`config.mk`:
```
export PLATFORM = sky130hd
export DESIGN_NAME = uart_irq_arbiter
export DESIGN_NICKNAME = d
export VERILOG_FILES = /design/src/rtl/uart_irq_arbiter.sv
export SDC_FILE = /design/constraint.sdc
export NUM_CORES = 1
export LEC_CHECK = 0
export ABC_AREA = 1
export BUFFER_PORTS_ARGS = -buffer_cell sky130_fd_sc_hd__buf_2
export CORE_MARGIN = 3
export CORE_UTILIZATION = 35
export CTS_BUF_LIST = sky130_fd_sc_hd__clkbuf_8 sky130_fd_sc_hd__clkbuf_16
export CTS_CLUSTER_DIAMETER = 30
export DETAILED_ROUTE_END_ITERATION = 10
export GPL_TIMING_DRIVEN = 0
export PLACE_DENSITY = 0.66
export SETUP_SLACK_MARGIN = 0.15
export SLEW_MARGIN = 25
export SYNTH_ARGS = -nofsm -noshare
export SYNTH_HDL_FRONTEND = slang
export SYNTH_SLANG_ARGS = --single-unit
```
`constraint.sdc`:
```
create_clock -name clk -period 0.9 [get_ports clk]
set_input_delay 0.225 -clock clk [delete_from_list [all_inputs] [get_ports clk]]
set_output_delay 0.225 -clock clk [all_outputs]
set_load 0.02 [all_outputs]
```
`src/rtl/uart_irq_arbiter.sv`:
```
module uart_irq_arbiter #(
  parameter int ENW = 4
) (
  input  logic           clk,
  input  logic           rst_n,
  input  logic           ev_line_err,
  input  logic           ev_rx_data,
  input  logic           ev_rx_timeout,
  input  logic           ev_tx_empty,
  input  logic           ev_modem,
  input  logic           ier_wr,
  input  logic [ENW-1:0] ier_wdata,
  input  logic           lsr_rd,
  input  logic           rbr_rd,
  input  logic           msr_rd,
  input  logic           iir_rd,
  input  logic           thr_wr,
  output logic [3:0]     iid,
  output logic [7:0]     iir_rdata,
  output logic           irq
);
  localparam logic [3:0] C_NONE = 4'h1, C_LS = 4'h6, C_RD = 4'h4,
                         C_TO = 4'hC, C_TH = 4'h2, C_MS = 4'h0;

  // pending order: [4] line err, [3] rx data, [2] timeout, [1] tx empty, [0] modem
  logic [4:0]     pend_q, pend_d, set_v, clr_v, act;
  logic [ENW-1:0] ier_q, ier_d;
  logic [3:0]     code_q, code_d;

  assign ier_d = ier_wr ? ier_wdata : ier_q;
  assign set_v = {ev_line_err, ev_rx_data, ev_rx_timeout, ev_tx_empty, ev_modem};
  assign clr_v = {lsr_rd, rbr_rd, rbr_rd, thr_wr | (iir_rd && code_q == C_TH), msr_rd};
  assign pend_d = (pend_q & ~clr_v) | set_v;
  assign act = pend_d & {ier_d[2], ier_d[0], ier_d[0], ier_d[1], ier_d[3]};

  always_comb begin
    if      (act[4]) code_d = C_LS;
    else if (act[3]) code_d = C_RD;
    else if (act[2]) code_d = C_TO;
    else if (act[1]) code_d = C_TH;
    else if (act[0]) code_d = C_MS;
    else             code_d = C_NONE;
  end

  always_ff @(posedge clk or negedge rst_n) begin
    if (!rst_n) begin
      pend_q <= '0;
      ier_q  <= '0;
      code_q <= C_NONE;
    end else begin
      pend_q <= pend_d;
      ier_q  <= ier_d;
      code_q <= code_d;
    end
  end

  assign iid       = code_q;
  assign iir_rdata = {2'b11, 2'b00, code_q};
  assign irq       = (code_q != C_NONE);


  line_err_wins_chk: assert property (@(posedge clk) disable iff (!rst_n)
    (ev_line_err && !ier_wr && ier_q[2]) |=> (iid == C_LS));


  iir_rd_thr_clear_chk: assert property (@(posedge clk) disable iff (!rst_n)
    (iir_rd && iid == C_TH && !ev_tx_empty) |=> !pend_q[1]);


  iir_rd_keep_thr_chk: assert property (@(posedge clk) disable iff (!rst_n)
    (iir_rd && iid != C_TH && !thr_wr && pend_q[1]) |=> pend_q[1]);


  rbr_clear_chk: assert property (@(posedge clk) disable iff (!rst_n)
    (rbr_rd && !ev_rx_data && !ev_rx_timeout) |=> (pend_q[3:2] == 2'b00));


  timeout_gate_chk: assert property (@(posedge clk) disable iff (!rst_n)
    (iid == C_TO) |-> (ier_q[0] && pend_q[2]));


  set_beats_clr_chk: assert property (@(posedge clk) disable iff (!rst_n)
    (ev_modem && msr_rd) |=> pend_q[0]);
endmodule

```
=== Word level (Yosys, flattened, before mapping) ===
Cells that the tools add are included.

* Equality and inequality tests: 2
* Muxes and demuxes: 6
* Bitwise gates (word level): 5
* Reductions and logical operators: 1

{| class="wikitable"
|+ Operators by type and width
! operator !! number
|-
| $mux 4 || 4
|-
| $and 5x5->5 || 2
|-
| $not 5->5 || 1
|-
| $or 5x5->5 || 1
|-
| $eq 4x2->1 const B || 1
|-
| $ne 4x1->1 const B || 1
|-
| $mux 2 || 1
|-
| $logic_and 1x1->1 || 1
|-
| $mux 1 || 1
|-
| $or 1x1->1 || 1
|}

* Flip-flop bits (word level): 13
* Input bits: 17
* Output and inout bits: 13
* Word-level logic and storage cells: 17

=== Longest topological paths before layout ===
* Word-level depth: 12
* Mapped depth: 7
* Gate-level depth less buffers: 7

=== Worst setup path after synthesis ===
No wires, ideal clock.

* Kind: reg2out
* From: register code_q[0] (netlist: iid[0])
* To: output irq
* Data arrival time: 0.798 ns
* Required time: 0.675 ns
* Path slack: -0.123 ns
* Cell stages (with the launch flop): 2
* Path buffers: 0
* Cell sequence: dfstp_2 > nand3_1

* Longest elaborated chain between the ends: 1

{| class="wikitable"
|+ Ends and longest elaborated chain
! element !! RTL line !! source
|-
| from (decl) || 28 || <nowiki>logic [3:0] code_q, code_d;</nowiki>
|-
| from (signal assigned) || 53 || <nowiki>code_q <= code_d;</nowiki>
|-
| $ne 4x1->1 || 59 || <nowiki>assign irq = (code_q != C_NONE);</nowiki>
|-
| to (decl) || 20 || <nowiki>output logic irq</nowiki>
|}

Every way passes these cells.

=== Final worst setup path ===
* From: register code_q[0] (netlist: iid[0])
* To: output iir_rdata[0]

{| class="wikitable"
|+ RTL lines
! element !! RTL line !! source
|-
| to (decl) || 19 || <nowiki>output logic [7:0] iir_rdata,</nowiki>
|}

No word-level cell between the ends.

==> metrics.log <==
[metrics] number of max-slew violations in the final report: 0
[metrics] Die X: ~47 um
[metrics] violations in the final reports: negative setup slack
[metrics] DR iter-0 viols: 1
[metrics] Internal: 1.142 mW
[metrics] final clock skew: 0.4419 ps
[metrics] clock power share: between 30% and 40%
[metrics] area of all placed cells without fillers: just over 900 sq um
[metrics] post-route DRC violation count: 0
[metrics] Root Buffer Master: clkbuf_8
[metrics] clock tree from TritonCTS: yes
[metrics] Worst path slowest cell: dfstp_2
[metrics] fraction of power consumed by sequential logic: 43.1%
[metrics] most heavily used metal layer in global routing: met2
[metrics] status: complete, but fails checks
[metrics] distinct cell type count of the synthesized netlist: 15
[metrics] Chip Height: 47.38 um
[metrics] setup repair after global routing missed its margin: yes
[metrics] GRT Total Usage: between 10% and 20%
[metrics] category of the worst setup path capture point: output pin
[metrics] TritonCTS sink count: 13
[metrics] Avg Inst Size Synth: 8.945 sq um
[metrics] final-stage net count: about 120
[metrics] post-synthesis sequential element count: 13
[metrics] post-layout min period: around 1200 ps
[metrics] Achievable Freq: about 800 MHz
[metrics] Routed WL: around 1.1 mm
[metrics] tightest hold margin: between 150 and 200 ps
[metrics] fraction of layout instances using a drive strength above 1: 56.44%
[metrics] post-place instance area: just under 800 sq um
[metrics] Inserted Clock Buffers: 3
[metrics] Final period util: 136.3%
[metrics] proportion of power drawn by combinational gates: about a quarter
[metrics] via density per instance: between 4 and 5
[metrics] CTS H-Tree Depth: 1
[metrics] Clk Latency, worst-skew pair: roughly 230 ps
[metrics] vias in the first global route: 478
[metrics] synthesized area: 599.3 sq um
[metrics] met3 Use GR: under 10%
[metrics] largest stage delay on the critical path: between 500 and 600 ps
[metrics] number of placement rows: 14
[metrics] cell class contributing the biggest share of worst-path delay: flip-flops
[metrics] Hold Violations, Final: 0
[metrics] vias: 497
[metrics] final antenna-violating net count: 0
[metrics] sequential share of the synthesized area: between 50% and 60%
[metrics] signal arrival time at the worst endpoint: 1000 ps
[metrics] Data required, critical path: 670 ps
[metrics] wire length of the first global-routing pass: about 1.9 mm
[metrics] antenna violations before repair: 0
[metrics] synthesized netlist cell count: 67
[metrics] Pleak: roughly 0.5 nW
[metrics] CTS max path bufs: 2
[metrics] Final setup violation count: 12
[metrics] Worst IR Drop VDD: 1.022 mV
[metrics] cell breakdown of the critical path: buf_4 > buf_6
[metrics] switching power of the nets: 424.3 uW
[metrics] number of top-level design ports: 30
[metrics] WP buf/inv: 2
[metrics] final global-route overflow total: 0
[metrics] clock slew seen by the registers of the worst setup and hold paths: about 50 ps
[metrics] Floorplan Core Area: roughly 1600 sq um
[metrics] worst slack, placed: -115.2 ps
[metrics] Max FO, Critical Path: 4
[metrics] Maximum Capacitance Violations: 0
[metrics] maximum number of pins on one net before global-route repair: 14
[metrics] average detailed-routed wire length per instance: 9.513 um
[metrics] Diodes inserted: 0
[metrics] Sw Share: ~27%
[metrics] global-route track usage on met1: between 10% and 20%
[metrics] HPWL after detailed placement: 845.4 um
[metrics] Pre-Repair DR Iteration Count: 3
[metrics] die area: roughly 2200 sq um
[metrics] power density over the cells: 1694 nW/um^2
[metrics] number of input and output port buffers inserted: 25
[metrics] total of warnings raised by yosys: 0
[metrics] starting density of the core: roughly two fifths
[metrics] Final WS setup: -326.8 ps
[metrics] kind of start point of the critical path: register
[metrics] classification of the worst setup path: register to output pin
[metrics] Global Route met2 Usage: 20.32%
[metrics] RD Place Congestion: 0.6335
[metrics] Area Overhead vs Synth: 54.28%
[metrics] Hold Crit Class: primary input to register
-- through the flow --
step	total power, mW	instances	setup TNS [ps]	utilization, %
floorplan	0.8931	69	-391.3	-
global placement	0.9949	110	-408.9	49.68
detailed placement	1.002	110	-448.7	49.68
CTS	1.576	117	-2505	58.19
global route	1.659	117	-2895	59.31
finish	1.567	117	-2390	59.31
-- layout make-up --
type / count / area [sq um]
Multi-Input combinational cell: 35 / 209.0
Tap cell: 16 / 20.02
Timing Repair Buffer: 28 / 203.9
Fill cell: 142 / 634.4
Sequential cell: 13 / 330.3
Inverter: 13 / 48.80
Buffer: 8 / 67.56
Clock inverter: 1 / 3.754
Clock buffer: 3 / 41.29
-- registers in the layout, summed over array words and instances (netlist names) --
register  count
ier_q         4
iid           4
pend_q        5
-- path summary, 6_finish.rpt --
path | depth (start not counted) | slack, ps | to | from
worst max-delay path | 2 | -330 | iir_rdata[0] | iid[0]
worst min-delay path | 2 | 190 | pend_q[0] | msr_rd
worst max register to register | 6 | -100 | iid[1] | iid[2]
worst min register to register | 2 | 490 | pend_q[3] | pend_q[3]
max in group asynchronous | 2 | 230 | iid[0] | rst_n
min in group asynchronous | 2 | 400 | ier_q[0] | rst_n
-- placed cells by master (no fill, tap or decap), types with 2 or more instances in the layout --
cell / n
nand2_1: 8
nor2_1: 4
buf_2: 17
nand3_2: 3
o21bai_1: 2
conb_1: 4
nand3_1: 2
clkbuf_8: 3
a21oi_2: 3
dfrtp_2: 3
dfrtp_1: 9
buf_6: 11
nand2_2: 4
o21ai_2: 3
inv_1: 13
buf_4: 7
-- cells in the mapped netlist --
master | number | area (sq um)
inv_1 | 13 | 48.80
dfrtp_1 | 12 | 300.3
nand2_1 | 10 | 37.54
buf_4 | 8 | 60.06
nor2_1 | 5 | 18.77
nand3_1 | 4 | 20.02
a21oi_1 | 3 | 15.01
conb_1 | 2 | 7.510
nand2_2 | 2 | 12.51
o21ai_2 | 2 | 17.52
o21bai_1 | 2 | 15.01
dfstp_2 | 1 | 26.28
nand3_2 | 1 | 10.01
o21ai_0 | 1 | 5.000
o21ai_1 | 1 | 5.000
-- power by group through the flow --
stage	Combinational [mW]	Clock [mW]	Sequential, mW
floorplan	0.191	0	0.702
global placement	0.316	0	0.679
detailed placement	0.322	0	0.680
CTS	0.393	0.508	0.675
global route	0.444	0.533	0.682
finish	0.403	0.487	0.676
-- logic make-up after synthesis --
family                 after synthesis  synth area share, %
AO/OA/AOI/OAI                        9                9.601
buffers and inverters               21                18.16
flip-flops                          13                54.49
other                                2                1.253
AND/OR/NAND/NOR                     22                16.49
-- per-layer routing --
layer | part of all wire [%] | vias to the layer above
met3 | 7.9 | 0
met1 | 43 | 218
met2 | 49 | 23
met4 | 0 | 0
met5 | 0 | -
li1 | - | 256
-- repair_timing --
item                       CTS  global route
setup buffers                2             0
setup endpoints to repair   15            14
pin swaps                    9             3
hold buffers                 1             0
resized for setup           20             6
hold endpoints to repair    12             0
Power figures use the tool's default switching activity.
